==> config.mk <==
export PLATFORM = sky130hd
export DESIGN_NAME = err_status_reg
export DESIGN_NICKNAME = d
export VERILOG_FILES = /design/src/rtl/err_status_pkg.sv /design/src/rtl/err_rst_sync.sv /design/src/rtl/err_cmd_detect.sv /design/src/rtl/err_idle_timer.sv /design/src/rtl/err_event_map.sv /design/src/rtl/err_status_reg.sv
export SDC_FILE = /design/constraint.sdc
export NUM_CORES = 1
export LEC_CHECK = 0
export BUFFER_PORTS_ARGS = -buffer_cell sky130_fd_sc_hd__clkbuf_2
export CAP_MARGIN = 5
export CORE_AREA = 2 2 74 76
export DETAILED_ROUTE_END_ITERATION = 12
export DIE_AREA = 0 0 76 78
export GPL_TIMING_DRIVEN = 0
export MAX_ROUTING_LAYER = met4
export PLACE_DENSITY = 0.88
export SYNTH_ARGS = -nofsm -noshare
export SYNTH_HDL_FRONTEND = slang
export SYNTH_SLANG_ARGS = --single-unit
==> constraint.sdc <==
create_clock -name clk -period 2.3 [get_ports clk]
set_clock_uncertainty 0.05 [all_clocks]
set_input_delay 0.345 -clock clk [delete_from_list [all_inputs] [get_ports clk]]
set_output_delay 0.345 -clock clk [all_outputs]
set_load 0.01 [all_outputs]
==> src/rtl/err_status_pkg.sv <==
package err_status_pkg;
  localparam int ERR_W  = 8;
  localparam int BYTE_W = 8;
  localparam int MOT_N  = 2;

  localparam int B_FLT0 = 0;
  localparam int B_OC0  = 2;
  localparam int B_SER  = 4;
  localparam int B_CRC  = 5;
  localparam int B_FMT  = 6;
  localparam int B_TMO  = 7;

  localparam logic [BYTE_W-1:0] CMD_SHORT_READ = 8'h82;
  localparam logic [BYTE_W-1:0] CMD_ADDR_START = 8'hAA;
  localparam logic [BYTE_W-1:0] CMD_ADDR_READ  = 8'h02;

  localparam logic [ERR_W-1:0] STOP_MASK = 8'h7F;

  typedef enum logic [1:0] {
    CD_IDLE,
    CD_WAIT_ID,
    CD_WAIT_OP
  } cmd_state_e;
endpackage

==> src/rtl/err_rst_sync.sv <==
module err_rst_sync (
  input  logic clk,
  input  logic rst_ni,
  output logic rst_sno
);
  logic [1:0] sync_q;

  always_ff @(posedge clk or negedge rst_ni) begin
    if (!rst_ni) sync_q <= 2'b00;
    else         sync_q <= {sync_q[0], 1'b1};
  end

  assign rst_sno = sync_q[1];
endmodule

==> src/rtl/err_cmd_detect.sv <==
module err_cmd_detect
  import err_status_pkg::*;
(
  input  logic              clk,
  input  logic              rst_sn,
  input  logic [BYTE_W-1:0] byte_i,
  input  logic              valid_i,
  input  logic [BYTE_W-2:0] dev_id_i,
  output logic              read_o
);
  cmd_state_e state_q, state_d;
  logic       is_cmd_byte;

  assign is_cmd_byte = byte_i[BYTE_W-1];

  always_comb begin
    state_d = state_q;
    read_o  = 1'b0;
    if (valid_i) begin
      if (is_cmd_byte) begin
        // a command byte always aborts whatever was in progress
        state_d = CD_IDLE;
        if (byte_i == CMD_SHORT_READ) read_o  = 1'b1;
        if (byte_i == CMD_ADDR_START) state_d = CD_WAIT_ID;
      end else begin
        unique case (state_q)
          CD_WAIT_ID: state_d = (byte_i[BYTE_W-2:0] == dev_id_i) ? CD_WAIT_OP : CD_IDLE;
          CD_WAIT_OP: begin
            state_d = CD_IDLE;
            read_o  = (byte_i == CMD_ADDR_READ);
          end
          default:    state_d = CD_IDLE;
        endcase
      end
    end
  end

  always_ff @(posedge clk or negedge rst_sn) begin
    if (!rst_sn)      state_q <= CD_IDLE;
    else if (valid_i) state_q <= state_d;
  end
endmodule

==> src/rtl/err_idle_timer.sv <==
module err_idle_timer #(
  parameter int TICK_DIV = 100000,
  parameter int CFG_W    = 8
) (
  input  logic             clk,
  input  logic             rst_sn,
  input  logic             pkt_i,
  input  logic [CFG_W-1:0] cfg_i,
  output logic             expire_o
);
  localparam int PW = (TICK_DIV > 1) ? $clog2(TICK_DIV) : 1;
  localparam logic [PW-1:0] PRESC_LAST = PW'(TICK_DIV - 1);

  logic [PW-1:0]    presc_q, presc_d;
  logic [CFG_W-1:0] cnt_q, cnt_d;
  logic             done_q, done_d;
  logic             tick;
  logic             armed;
  logic [CFG_W:0]   cnt_inc;

  assign tick    = (presc_q == PRESC_LAST);
  assign armed   = (cfg_i != '0) && !done_q;
  assign cnt_inc = {1'b0, cnt_q} + 1'b1;

  always_comb begin
    presc_d  = tick ? '0 : presc_q + 1'b1;
    cnt_d    = cnt_q;
    done_d   = done_q;
    expire_o = 1'b0;
    if (pkt_i) begin
      presc_d = '0;
      cnt_d   = '0;
      done_d  = 1'b0;
    end else if (tick && armed) begin
      if (cnt_inc >= {1'b0, cfg_i}) begin
        done_d   = 1'b1;
        expire_o = 1'b1;
      end else begin
        cnt_d = cnt_inc[CFG_W-1:0];
      end
    end
  end

  always_ff @(posedge clk or negedge rst_sn) begin
    if (!rst_sn) begin
      presc_q <= '0;
      cnt_q   <= '0;
      done_q  <= 1'b0;
    end else begin
      presc_q <= presc_d;
      cnt_q   <= cnt_d;
      done_q  <= done_d;
    end
  end
endmodule

==> src/rtl/err_event_map.sv <==
module err_event_map
  import err_status_pkg::*;
#(
  parameter int LIM_W  = 8,
  parameter int RESP_W = 8
) (
  input  logic [MOT_N-1:0]            fault_i,
  input  logic [MOT_N-1:0]            oc_cmp_i,
  input  logic [MOT_N-1:0][LIM_W-1:0] limit_i,
  input  logic [RESP_W-1:0]           resp_i,
  input  logic                        stop_bit_err_i,
  input  logic                        overrun_i,
  input  logic                        crc_err_i,
  input  logic                        fmt_err_i,
  input  logic                        tmo_i,
  output logic [ERR_W-1:0]            evt_o
);
  logic flag_mode;

  // over-current is only reported when the driver is not regulating
  assign flag_mode = (resp_i == '0);

  for (genvar m = 0; m < MOT_N; m++) begin : g_mot
    assign evt_o[B_FLT0 + m] = fault_i[m];
    assign evt_o[B_OC0 + m]  = oc_cmp_i[m] && (limit_i[m] != '0) && flag_mode;
  end

  assign evt_o[B_SER] = stop_bit_err_i | overrun_i;
  assign evt_o[B_CRC] = crc_err_i;
  assign evt_o[B_FMT] = fmt_err_i;
  assign evt_o[B_TMO] = tmo_i;
endmodule

==> src/rtl/err_status_reg.sv <==
module err_status_reg
  import err_status_pkg::*;
#(
  parameter int TICK_DIV = 100000,
  parameter int TMO_W    = 8,
  parameter int LIM_W    = 8,
  parameter int RESP_W   = 8
) (
  input  logic                  clk,
  input  logic                  rst_n,
  input  logic [7:0]            rx_byte_i,
  input  logic                  rx_valid_i,
  input  logic [6:0]            dev_id_i,
  input  logic                  pkt_rcvd_i,
  input  logic [1:0]            drv_fault_i,
  input  logic [1:0]            oc_cmp_i,
  input  logic [1:0][LIM_W-1:0] cur_limit_i,
  input  logic [RESP_W-1:0]     limit_resp_i,
  input  logic                  stop_bit_err_i,
  input  logic                  rx_overrun_i,
  input  logic                  crc_err_i,
  input  logic                  fmt_err_i,
  input  logic [TMO_W-1:0]      tmo_cfg_i,
  input  logic                  shdn_en_i,
  input  logic                  tmo_shdn_i,
  output logic [7:0]            err_byte_o,
  output logic                  rd_strobe_o,
  output logic [7:0]            rd_data_o,
  output logic                  err_pin_oe_o,
  output logic                  err_pin_o,
  output logic                  led_red_o,
  output logic                  motor_stop_o
);
  logic             rst_sn;
  logic             rd_fire;
  logic             tmo_evt;
  logic [ERR_W-1:0] evt;
  logic [ERR_W-1:0] err_q, err_d;
  logic [ERR_W-1:0] rdat_q;
  logic             rstb_q;
  logic             any_err;
  logic             stop_cause;

  err_rst_sync u_rst_sync (
    .clk    (clk),
    .rst_ni (rst_n),
    .rst_sno(rst_sn)
  );

  err_cmd_detect u_cmd (
    .clk     (clk),
    .rst_sn  (rst_sn),
    .byte_i  (rx_byte_i),
    .valid_i (rx_valid_i),
    .dev_id_i(dev_id_i),
    .read_o  (rd_fire)
  );

  err_idle_timer #(
    .TICK_DIV(TICK_DIV),
    .CFG_W   (TMO_W)
  ) u_timer (
    .clk     (clk),
    .rst_sn  (rst_sn),
    .pkt_i   (pkt_rcvd_i),
    .cfg_i   (tmo_cfg_i),
    .expire_o(tmo_evt)
  );

  err_event_map #(
    .LIM_W (LIM_W),
    .RESP_W(RESP_W)
  ) u_map (
    .fault_i       (drv_fault_i),
    .oc_cmp_i      (oc_cmp_i),
    .limit_i       (cur_limit_i),
    .resp_i        (limit_resp_i),
    .stop_bit_err_i(stop_bit_err_i),
    .overrun_i     (rx_overrun_i),
    .crc_err_i     (crc_err_i),
    .fmt_err_i     (fmt_err_i),
    .tmo_i         (tmo_evt),
    .evt_o         (evt)
  );

  // clear first, then merge: an event on the read edge is kept
  always_comb begin
    err_d = rd_fire ? '0 : err_q;
    err_d = err_d | evt;
  end

  always_ff @(posedge clk or negedge rst_sn) begin
    if (!rst_sn) begin
      err_q  <= '0;
      rdat_q <= '0;
      rstb_q <= 1'b0;
    end else begin
      err_q  <= err_d;
      rstb_q <= rd_fire;
      if (rd_fire) rdat_q <= err_q;
    end
  end

  assign any_err    = (err_q != '0);
  assign stop_cause = ((err_q & STOP_MASK) != '0) || (tmo_shdn_i && err_q[B_TMO]);

  assign err_byte_o   = err_q;
  assign rd_strobe_o  = rstb_q;
  assign rd_data_o    = rdat_q;
  assign err_pin_oe_o = any_err;
  assign err_pin_o    = any_err;
  assign led_red_o    = any_err;
  assign motor_stop_o = shdn_en_i && stop_cause;
endmodule

## After elaboration in Yosys (flattened, before gate mapping)

Index checks and enable logic that the tools add are counted.

| cells by class | value |
|---|---|
| $add $sub $neg | 2 |
| magnitude comparators | 1 |
| equality and inequality tests | 8 |
| multiplexer cells | 20 |
| bitwise operators | 2 |
| reductions and logical operators | 20 |

Operators with widths:

| operator | number |
|---|---|
| 8-bit nonzero test | 5 |
| 17-bit two-way mux | 2 |
| 8-bit two-way mux | 4 |
| 17-bit by 1-bit adder with 17-bit output, second input constant | 1 |
| 17-bit equality test, second input constant | 1 |
| 8-bit equality test, second input constant | 2 |
| 1-bit two-way mux | 11 |
| 8-bit by 1-bit adder with 9-bit output, second input constant | 1 |
| 9-bit by 8-bit >= comparator with 1-bit output | 1 |
| 8-bit by 2-bit equality test with 1-bit output, second input constant | 1 |
| 1-bit logical AND | 8 |
| 8-bit zero test | 1 |
| 8-bit OR | 1 |
| 7-bit equality test | 1 |
| 2-bit two-way mux | 3 |
| 2-bit AND reduction | 2 |
| 2-bit nonzero test | 2 |
| 2-bit by 1-bit equality test with 1-bit output, second input constant | 1 |
| 2-bit equality test, second input constant | 1 |
| 2-bit != test, second input constant | 1 |
| 1-bit zero test | 1 |
| 1-bit logical OR | 1 |
| 1-bit OR | 1 |

| storage, ports and cells | value |
|---|---|
| bits in registers | 47 |
| input bits | 61 |
| output and inout port bits | 21 |

## Logic depth before layout (Yosys ltp)

Gate-level depths: netlist of the first run.

| depth | value |
|---|---|
| depth in word-level cells | 6 |
| mapped depth | 11 |

## Modules after synthesis

From an unflattened synthesis of the first run, not the netlist that was laid out.

| second synthesis, totals | value |
|---|---|
| cells, all modules | 270 |
| area total of the unflattened synthesis | 2810.2 um^2 |

Modules (own cells, without submodules):

| module | times used | cells an instance | area each (um^2) | seq. area each (um^2) |
|---|---|---|---|---|
| err_idle_timer | 1 | 187 | 1749.2 | 650.6 |
| err_status_reg | 1 | 43 | 676.9 | 425.4 |
| err_cmd_detect | 1 | 21 | 205.2 | 50.0 |
| err_event_map | 1 | 16 | 125.1 | 0.0 |
| err_rst_sync | 1 | 3 | 53.8 | 50.0 |

## Worst setup path after synthesis of the first run

Ideal clock, no wire load.

| timing path | value |
|---|---|
| path kind | reg-to-reg |
| start | register u_timer.cnt_q[0] |
| end | register u_timer.cnt_q[4] |
| library setup time | 78 ps |
| data arrival time | 2774 ps |
| path slack | -602 ps |
| cell stages (with the launch flop) | 12 |
| clock period less this slack | 2902 ps |
| path through | dfrtp_1 ha_1 and3_1 nand3_1 xnor2_1 ha_1 a21o_1 a221oi_1 o211ai_1 clkbuf_1 or4_1 a21oi_1 |

| on the way | value |
|---|---|
| longest elaborated chain between the ends | 4 |
| elaborated cells between the ends (all ways) | 7 |
| classes of those cells | add/sub: 1; order compare: 1; eq/ne: 1; mux: 3; reduce/logical: 1 |

Ends and longest elaborated chain:

| element | RTL line | RTL |
|---|---|---|
| start: declaration | err_idle_timer.sv:15 | `logic [CFG_W-1:0] cnt_q, cnt_d;` |
| start signal: assignment | err_idle_timer.sv:51 | `cnt_q <= cnt_d;` |
| 8-bit by 1-bit adder with 9-bit output * | err_idle_timer.sv:23 | `assign cnt_inc = {1'b0, cnt_q} + 1'b1;` |
| 9-bit by 8-bit >= comparator with 1-bit output or 8-bit two-way mux (tied branches) | err_idle_timer.sv:35 | `if (cnt_inc >= {1'b0, cfg_i}) begin` |
| 2-bit != test (no source line) or 8-bit two-way mux (tied branches) | - |  |
| 2-bit AND reduction (no source line) or 8-bit two-way mux (tied branches) | - |  |

Every way passes the cells marked *; elsewhere a longest branch is shown, timed or not. The select of a mux whose other input is x is not followed.
A chain may end at the register's enable or synchronous reset.

## Final worst setup path of the first run

Ends and elaborated chain as after synthesis.

==> out/metrics.yaml, run 1 <==
crit_arrival_ns: 3.16
htreeDepth: 2
port_buffers: 81
pre_cts_ws_ns: -0.744
finalHoldViolations: 0
grt_antenna_before_repair: 0
fmax_mhz: 336
syn_inst: 245
synth.avg_cell_area_sq_um: 10.2
die_x_microns: 76
die_area_sq_um: 5930
fp.coreArea_sq_um: 5040
drt_wl_total_microns: 6160
drive_gt1_share_pct: 42.3
ys_warn_count: 0
cts-root-buf: "clkbuf_8"
yosys-top-cells-count: "47 x dfrtp_1, 25 x nor2_1, 17 x xnor2_1"
ys_seq_area_share_pct: 46.8
grt_max_degree: 25
dp_cells: 397
fill_cells: 369
synthTopCellsByArea: "dfrtp_1 47%, xnor2_1 5.9%, ha_1 5.0%, mux2_2 4.0%, xor2_1 3.8%"
synth_cell_types: 47
instances_no_fill: 420
cap_violations: 0
cp-start-kind: "register"
clk_latency_ns: 0.31
cts_tree: "yes"
synth_top_area_cell: "dfrtp_1"
synth_flop_cell: "dfrtp_1"
p_leak_nw: 1.64
p_per_area_nw_per_um2: 504
worst-path-max-fanout: 7
report.final.slew_viol_count: 0
finalSetupViolations: 10
drtAntennaViolNets: 0
wire_per_inst_microns: 14.7
slew_headroom_pct: 64.9
clkPwrFrac_pct: 41.0
antenna-diode-count: 0
p_sw_share_pct: 21.3
area_delta_synth_final_pct: 36.6
worstSetupPathType: "register to register"
grtUsageTotal_pct: 21.8
end_kind: "register"
dp_hpwl_microns: 4330
die_h_microns: 78
nets: 420
cts_buffer_depth: 2
grt_pass1_vias: 2411
tightest_slew_ns: 0.526
vdd_drop_max_mv: 0.406
gp_congestion: 0.805
syn_area_sq_um: 2510
grt_overflow: 0
pwr-share-seq_pct: 49.9
p_int_mw: 1.36
viasPerCell: 5.41
final_util_pct: 68.0
period_share_pct: 129
clock_sinks: 47
synth_nets: 316
reg2reg_setup_slack_ns: -0.67
dr.pass1.iters: 4
drtIter0Drc: 146
synthArstFlopShare_pct: 100
cp.required_ns: 2.48
initial_utilization_pct: 49.8
p_switching_mw: 0.367
status: "complete, but fails checks"
numCtsBuffers: 5
yosysTopAreaCellShare_pct: 46.8
hp-class: "input pin to register"
drc_errors: 0
synth-seq-cells: 47
yosys.cell_count.top_type: "dfrtp_1"
violations: "negative setup slack"
fp-row-count: 26
post-route-min-period_ns: 2.97
vias: 2271
placed_cell_area_sq_um: 3070
synth_edf_count: 0
io_pins: 82
rsz0062_at_grt: "true"
setup_slack_ns: -0.672
final_area_sq_um: 3430
grt_pass1_wl_microns: 10300
path_clk_slew_ns: 0.09
power.share.combinational_pct: 9.1
==> cell type report <==
| type | instances | area [sq um] | area share, % |
|---|---|---|---|
| Multi-Input combinational cell | 177 | 1380 | 40.1 |
| Sequential cell | 47 | 1180 | 34.5 |
| Timing Repair Buffer | 97 | 548 | 16.0 |
| Tap cell | 70 | 87.6 | 2.55 |
| Clock buffer | 5 | 68.8 | 2.01 |
| Clock inverter | 3 | 67.6 | 1.97 |
| Buffer | 8 | 50.0 | 1.46 |
| Inverter | 13 | 48.8 | 1.42 |
==> sequential cells by signal, summed over array words and instances, names as in the netlist <==
signal / count
u_timer.done_q: 1
u_rst_sync.sync_q: 2
rd_strobe_o: 1
err_byte_o: 8
u_timer.presc_q: 17
rd_data_o: 8
u_cmd.state_q: 2
u_timer.cnt_q: 8
==> kinds of logic after synthesis <==
logic type      after synthesis  synth area share, %
simple gates                 93                 20.5
flops                        47                 46.8
compound gates               36                 9.97
xor+xnor                     28                 9.77
buf+inv                      21                 3.79
fa+ha+maj                    10                 4.98
mux                           9                 4.04
other cells                   1                0.149
==> repair_timing <==
item / CTS / global route
endpoints found under the hold margin: 2 / 0
hold buffers: 1 / 0
gates resized for setup: 19 / 7
pin swaps: 11 / 6
endpoints found under the setup margin: 12 / 13
buffers inserted: 10 / 4
==> layout by cell type (no fill, tap or decap), types with 3 or more instances in the layout <==
| cell type | n |
|---|---|
| clkbuf_2 | 81 |
| dfrtp_1 | 41 |
| nor2_1 | 24 |
| buf_4 | 17 |
| xnor2_1 | 14 |
| inv_1 | 13 |
| xor2_1 | 11 |
| nand2_1 | 10 |
| nand3_1 | 10 |
| ha_1 | 9 |
| mux2_2 | 8 |
| a21oi_1 | 7 |
| or4_1 | 6 |
| a21o_1 | 6 |
| nor4_1 | 6 |
| dfrtp_2 | 6 |
| nand4_1 | 5 |
| o31ai_1 | 5 |
| clkbuf_8 | 5 |
| xnor2_2 | 3 |
| or4_4 | 3 |
| a21oi_2 | 3 |
==> per-layer routing <==
metal,vias to the layer above,global-route usage [%],routed length [microns]
li1,1090,-,-
met1,1075,22.6,2370
met2,81,39.0,3220
met3,25,5.12,314
met4,0,10.9,257
met5,-,-,0
==> power by group through the flow <==
| stage | combinational (mW) | sequential (mW) | clock, mW |
|---|---|---|---|
| floorplan | 0.0487 | 0.885 | 0 |
| global placement | 0.128 | 0.884 | 0 |
| detailed placement | 0.146 | 0.879 | 0 |
| CTS | 0.152 | 0.862 | 0.727 |
| global route | 0.175 | 0.866 | 0.758 |
| finish | 0.158 | 0.861 | 0.709 |
==> metrics by stage <==
stage | TNS [ns] | total power [mW] | hold WS (ns)
after global routing | -6.09 | 1.80 | 0.166
after CTS | -4.20 | 1.74 | 0.154
after global placement | -4.40 | 1.01 | 0.0821
final | -5.32 | 1.73 | 0.159
after detailed placement | -5.30 | 1.03 | 0.0828
after floorplan | -2.40 | 0.933 | -0.000591
==> critical path: stages (launching register included) <==
cell	delay (ns)
dfrtp_2	0.43
ha_4	0.15
buf_4	0.12
nand3_1	0.17
xnor2_2	0.19
ha_1	0.31
a21o_1	0.18
a221oi_2	0.29
o211ai_1	0.23
buf_4	0.22
or4_4	0.41
a21oi_2	0.15
==> final timing paths <==
check                                      from                  to  cells past startpoint
setup / recovery               u_timer.cnt_q[0]    u_timer.cnt_q[4]                     11
hold / removal                        fmt_err_i       err_byte_o[6]                      2
setup reg to reg               u_timer.cnt_q[0]    u_timer.cnt_q[4]                     11
hold reg to reg            u_rst_sync.sync_q[1]  u_timer.presc_q[4]                      0
max in group asynchronous  u_rst_sync.sync_q[1]        rd_data_o[3]                      1
min in group asynchronous  u_rst_sync.sync_q[1]  u_timer.presc_q[4]                      0
Note: power is estimated with default switching activity, not from simulation.
==> inputs of run 2 (changes only) <==
--- a/config.mk
+++ b/config.mk
@@ -7,12 +7,12 @@
 export LEC_CHECK = 0
 export BUFFER_PORTS_ARGS = -buffer_cell sky130_fd_sc_hd__clkbuf_2
 export CAP_MARGIN = 5
-export CORE_AREA = 2 2 74 76
+export CORE_AREA = 2 2 66 84
 export DETAILED_ROUTE_END_ITERATION = 12
-export DIE_AREA = 0 0 76 78
+export DIE_AREA = 0 0 68 86
 export GPL_TIMING_DRIVEN = 0
 export MAX_ROUTING_LAYER = met4
-export PLACE_DENSITY = 0.88
+export PLACE_DENSITY = 0.89
 export SYNTH_ARGS = -nofsm -noshare
 export SYNTH_HDL_FRONTEND = slang
 export SYNTH_SLANG_ARGS = --single-unit
==> run 2 against run 1 <==
Power decreased by 12%. Routed wire length increased by 7.2%. Clock-buffer cell count unchanged. Critical path depth unchanged. Global-route usage increased by 3.3 points. Clock power decreased by 29%. Combinational power about the same. Sequential share of layout area decreased by 0.68 points. Largest cell class unchanged. Worst hold slack got worse by 0.074 ns. Final area increased by 1.9%. The flow still finishes with violations (negative setup slack). Via count increased by 1.5%.
==> out/metrics.yaml, run 2 (same netlist as run 1, synthesis figures left out) <==
die_h_microns: 86  # +10%
antenna-diode-count: 0  # unchanged
path_clk_slew_ns: 0.09  # about the same
port_buffers: 81  # unchanged
drive_gt1_share_pct: 45.7  # +3.4 points
io_pins: 82  # unchanged
finalHoldViolations: 0  # unchanged
p_sw_share_pct: 24.8  # +3.5 points
viasPerCell: 5.50  # +1.7%
grtUsageTotal_pct: 25.1  # +3.3 points
gp_congestion: 0.843  # +4.7%
initial_utilization_pct: 50.1  # +0.35 points
cts-root-buf: "clkbuf_8"
fmax_mhz: 337  # +0.19%
drtIter0Drc: 144  # -1.4%
reg2regPathDepth: 11  # unchanged
crit_start: "u_timer.cnt_q[1]"
clkPwrFrac_pct: 33.0  # -8.0 points
cp_slowest_cell: "dfrtp_2"
cp.required_ns: 2.48  # about the same
dr.pass1.iters: 4  # unchanged
area_delta_synth_final_pct: 39.2
holdWs_ns: 0.0844  # -0.0744 ns
grt_pass1_vias: 2403  # -0.33%
final_area_sq_um: 3490  # +1.9%
tightest_slew_ns: 0.544  # +0.0180 ns
worstSetupEndpoint: "u_timer.cnt_q[4]"
vias: 2305  # +1.5%
fp-row-count: 29  # +12%
period_share_pct: 129  # -0.25 points
fill_cells: 356  # -3.5%
wire_per_inst_microns: 15.8  # +7.5%
worstSetupPathType: "register to register"
clk_latency_ns: 0.30  # about the same
cts_tree: "yes"
pwr-share-seq_pct: 56.6  # +6.7 points
critPathBufInv: 1  # -1
path_cells: "ha_4 > and3_4 > nand3_4 > xnor2_2 > ha_1 > a21o_1 > a221oi_2 > o211ai_1 > buf_4 > or4_4 > a21oi_2"
cap_violations: 0  # unchanged
die_x_microns: 68  # -11%
reg2reg_setup_slack_ns: -0.67  # about the same
nets: 427  # +1.7%
die_area_sq_um: 5850  # -1.3%
crit_arrival_ns: 3.14  # -0.02 ns
instances_no_fill: 419  # -0.24%
grt_max_degree: 36  # +44%
report.final.slew_viol_count: 0  # unchanged
fp.coreArea_sq_um: 5010  # -0.69%
clock_sinks: 47  # unchanged
end_kind: "register"
drtAntennaViolNets: 0  # unchanged
finalSetupViolations: 10  # unchanged
cts_buffer_depth: 2  # unchanged
final_cell_mix: "80 x clkbuf_2, 42 x dfrtp_1, 24 x nor2_1, 21 x buf_4, 15 x xnor2_1"
cpPeakStageDelay_ns: 0.43  # about the same
grt_pass1_wl_microns: 10800  # +5.0%
p_int_mw: 1.14  # -16%
p_leak_nw: 1.66  # +1.3%
pre_cts_ws_ns: -0.691  # +0.0537 ns
rr_endpoint: "u_timer.cnt_q[4]"
power_mw: 1.52  # -12%
mostFrequentLayoutCell: "clkbuf_2"
dp_hpwl_microns: 4540  # +4.9%
grt_antenna_before_repair: 0  # unchanged
placed_cell_area_sq_um: 3050  # -0.57%
largest_reg_flops: 17  # unchanged
regMostFlops: "u_timer.presc_q"
hp-class: "register to async pin"
grt_overflow: 0  # unchanged
status: "complete, but fails checks"
slew_headroom_pct: 63.7  # -1.2 points
post-route-min-period_ns: 2.97  # -0.00566 ns
dp_cells: 389  # -2.0%
numCtsBuffers: 5  # unchanged
cpLargestDelayFamily: "compound AO/OA/AOI/OAI gates"
tns_ns: -5.69  # -0.363 ns
cp-start-kind: "register"
crit_cells: 11  # unchanged
drt_wl_total_microns: 6600  # +7.2%
setup_slack_ns: -0.666  # +0.00566 ns
final_util_pct: 69.8  # +1.8 points
vdd_drop_max_mv: 0.355  # -13%
htreeDepth: 2  # unchanged
power.share.combinational_pct: 10.4  # +1.3 points
violations: "negative setup slack"
p_per_area_nw_per_um2: 434  # -14%
p_switching_mw: 0.376  # +2.4%
drc_errors: 0  # unchanged
worst-path-max-fanout: 6  # -1
rsz0062_at_grt: "true"
reg2reg_from: "u_timer.cnt_q[1]"
==> run 2: changes by cell type in the layout (fill, tap and decap cells not counted), sizes merged <==
cell	delta
clkinv	+2
bufinv	-2
inv	+1
clkbuf	-1
buf	+8
clkinvlp	-1
==> run 2: routing by layer <==
| layer | up-vias | GRT usage (%) | wire length (microns) |
|---|---|---|---|
| met5 | - | - | 0 |
| met4 | 0 | 11.5 | 255 |
| met3 | 25 | 5.77 | 223 |
| met2 | 73 | 43.7 | 3720 |
| met1 | 1107 | 26.2 | 2400 |
| li1 | 1100 | - | - |
==> run 2: repair_timing <==
action	in CTS	in global routing
gates resized for setup	28	13
setup buffers	17	7
pin swaps	16	8
hold buffers	1	0
hold endpoints to repair	2	0
setup endpoints to repair	14	12
==> run 2: worst min path at each step <==
stage	start	endpoint	slack (ns)	cells after the start
floorplan	rst_n	u_rst_sync.sync_q[0]	-0.0006	0
global placement	rst_n	u_rst_sync.sync_q[0]	0.08	1
detailed placement	rst_n	u_rst_sync.sync_q[0]	0.08	1
CTS	u_rst_sync.sync_q[1]	err_byte_o[1]	0.09	0
global route	u_rst_sync.sync_q[1]	err_byte_o[1]	0.10	0
finish	u_rst_sync.sync_q[1]	err_byte_o[1]	0.08	0
==> run 2: cell type report <==
cell class	count	area (sq um)	area share (%)
Multi-Input combinational cell	177	1430	41.0
Sequential cell	47	1180	33.8
Timing Repair Buffer	104	611	17.5
Tap cell	62	77.6	2.22
Clock buffer	5	68.8	1.97
Buffer	8	50.0	1.43
Inverter	13	48.8	1.40
Clock inverter	3	22.5	0.644
==> run 2: power by group through the flow <==
stage               combinational [mW]  clock (mW)  sequential [mW]
global placement                 0.128           0            0.884
floorplan                       0.0487           0            0.885
finish                           0.158       0.501            0.858
global route                     0.177       0.554            0.861
CTS                              0.154       0.514            0.858
detailed placement               0.150           0            0.875
==> inputs of run 3 (changes only) <==
--- a/config.mk
+++ b/config.mk
@@ -16,3 +16,4 @@
 export SYNTH_ARGS = -nofsm -noshare
 export SYNTH_HDL_FRONTEND = slang
 export SYNTH_SLANG_ARGS = --single-unit
+export TNS_END_PERCENT = 5
==> run 3 against run 2 <==
The run still ends with negative setup slack left. Cell count is 1.7% lower. Non-clock buffer count is 7 lower. Final area is 4.1% lower. Power is 1.1% higher. Utilization is 2.8 points lower. Global-route usage is 1.8 points lower. Die area stayed put. Clock power is 4% higher. Sequential power hardly changed. Routed wire length is 6.1% lower. Fmax is 1.0% higher. Via count is 1.3% lower. Critical endpoint is now u_timer.cnt_q[3].
==> out/metrics.yaml, run 3 (same netlist as run 1, synthesis figures left out) <==
cp.required_ns: 2.48  # about the same
htreeDepth: 2  # unchanged
grtUsageTotal_pct: 23.3  # -1.8 points
dr.pass1.iters: 4  # unchanged
p_per_area_nw_per_um2: 458  # +5.4%
grt_overflow: 0  # unchanged
numCtsBuffers: 5  # unchanged
hp-class: "register to async pin"
cts-root-buf: "clkbuf_8"
setup_slack_ns: -0.637  # +0.0296 ns
clock_sinks: 47  # unchanged
dp_hpwl_microns: 4320  # -4.9%
wire_per_inst_microns: 15.0  # -4.5%
tns_ns: -4.87  # +0.818 ns
violations: "negative setup slack"
antenna-diode-count: 0  # unchanged
p_leak_nw: 1.61  # -3.0%
grt_pass1_wl_microns: 10100  # -5.8%
fp-row-count: 29  # unchanged
drive_gt1_share_pct: 41.4  # -4.2 points
final_area_sq_um: 3350  # -4.1%
clk_latency_ns: 0.31  # about the same
die_x_microns: 68  # unchanged
die_area_sq_um: 5850  # unchanged
worst-path-max-fanout: 5  # -1
cp_slowest_cell: "or4_4"
dp_cells: 389  # unchanged
path_cells: "nand3_4 > nor2_4 > nand3_2 > xnor2_2 > ha_1 > and3_4 > a221oi_2 > o211ai_1 > buf_4 > or4_4 > a21oi_2"
regMostFlops: "u_timer.presc_q"
finalSetupViolations: 10  # unchanged
placed_cell_area_sq_um: 3050  # -0.12%
drtIter0Drc: 143  # -0.69%
cts_tree: "yes"
final_cell_mix: "81 x clkbuf_2, 42 x dfrtp_1, 24 x nor2_1, 16 x buf_4, 15 x xnor2_1"
finalHoldViolations: 0  # unchanged
reg2regPathDepth: 11  # unchanged
mostFrequentLayoutCell: "clkbuf_2"
drc_errors: 0  # unchanged
instances_no_fill: 412  # -1.7%
report.final.slew_viol_count: 0  # unchanged
crit_arrival_ns: 3.12  # -0.02 ns
drtAntennaViolNets: 0  # unchanged
die_h_microns: 86  # unchanged
gp_congestion: 0.797  # -5.5%
vdd_drop_max_mv: 0.306  # -14%
status: "complete, but fails checks"
largest_reg_flops: 17  # unchanged
pre_cts_ws_ns: -0.758  # -0.0677 ns
grt_pass1_vias: 2358  # -1.9%
worstSetupPathType: "register to register"
vias: 2275  # -1.3%
path_clk_slew_ns: 0.10  # about the same
port_buffers: 81  # unchanged
area_delta_synth_final_pct: 33.5
fp.coreArea_sq_um: 5010  # unchanged
grt_antenna_before_repair: 0  # unchanged
initial_utilization_pct: 50.1  # unchanged
io_pins: 82  # unchanged
post-route-min-period_ns: 2.94  # -0.0296 ns
end_kind: "register"
drt_wl_total_microns: 6200  # -6.1%
cts_buffer_depth: 2  # unchanged
cpPeakStageDelay_ns: 0.48  # +0.05 ns
cap_violations: 0  # unchanged
cp-start-kind: "register"
rsz0062_at_grt: "true"
period_share_pct: 128  # -1.3 points
fmax_mhz: 340  # +1.0%
grt_max_degree: 32  # -11%
nets: 420  # -1.6%
viasPerCell: 5.52  # +0.38%
-- run 3: cell types whose count changed in the layout (fill, tap and decap cells not counted), moves of 3 or more --
cell | before | now
buf_6 | 5 | 1
o31ai_1 | 2 | 5
a21oi_1 | 5 | 8
a21oi_2 | 5 | 2
buf_4 | 21 | 16
-- run 3: stage by stage --
| stage | utilization [%] | hold WS [ns] | power [mW] |
|---|---|---|---|
| after floorplan | - | -0.000591 | 0.933 |
| after global placement | 60.4 | 0.0821 | 1.01 |
| after detailed placement | 60.8 | 0.0832 | 1.02 |
| after CTS | 65.3 | 0.140 | 1.54 |
| after global routing | 66.9 | 0.154 | 1.60 |
| final | 66.9 | 0.133 | 1.53 |
-- run 3: report_power, final --
group	internal [mW]	total (mW)	leakage, nW	switching (mW)
Sequential	0.842	0.860	0.613	0.0178
Combinational	0.0792	0.153	0.954	0.0736
Clock	0.222	0.521	0.0452	0.299
Total	1.14	1.53	1.61	0.391
-- run 3: per-layer routing --
layer  part of all wire [%]  track usage, %  vias up
met5                      0               -        -
met2                     56            40.0       61
met3                    3.0            4.86       22
met4                    2.8            10.5        0
met1                     39            25.2     1100
li1                       -               -     1092
-- run 3: timing repair --
item	4_1_cts	5_1_grt
gates resized for setup	13	10
hold buffers	1	0
pin swaps	16	6
endpoints found under the hold margin	2	0
cloned	1	0
buffers inserted	8	5
endpoints found under the setup margin	12	12
-- run 3: worst max-delay path: cells and delay by family (launching register included) --
| kind | cells | cell delay (ns) |
|---|---|---|
| compound gates | 3 | 0.62 |
| xor+xnor | 1 | 0.17 |
| flops | 1 | 0.44 |
| fa+ha+maj | 1 | 0.31 |
| simple gates | 5 | 1.10 |
| buf+inv | 1 | 0.18 |
-- run 3: layout make-up --
| class | count | area (sq um) |
|---|---|---|
| Buffer | 8 | 50.0 |
| Clock buffer | 5 | 68.8 |
| Clock inverter | 3 | 25.0 |
| Fill cell | 390 | 1660 |
| Inverter | 13 | 48.8 |
| Multi-Input combinational cell | 177 | 1360 |
| Sequential cell | 47 | 1180 |
| Tap cell | 62 | 77.6 |
| Timing Repair Buffer | 97 | 538 |
-- run 3: final timing paths --
| path | startpoint | end | slack [ns] |
|---|---|---|---|
| max | u_timer.cnt_q[1] | u_timer.cnt_q[3] | -0.64 |
| min | u_rst_sync.sync_q[1] | rd_data_o[4] | 0.13 |
| max reg2reg | u_timer.cnt_q[1] | u_timer.cnt_q[3] | -0.64 |
| min reg2reg | u_rst_sync.sync_q[1] | rd_data_o[4] | 0.13 |
| max in group asynchronous | u_rst_sync.sync_q[1] | u_timer.cnt_q[2] | 1.56 |
| min in group clk | crc_err_i | err_byte_o[5] | 0.15 |
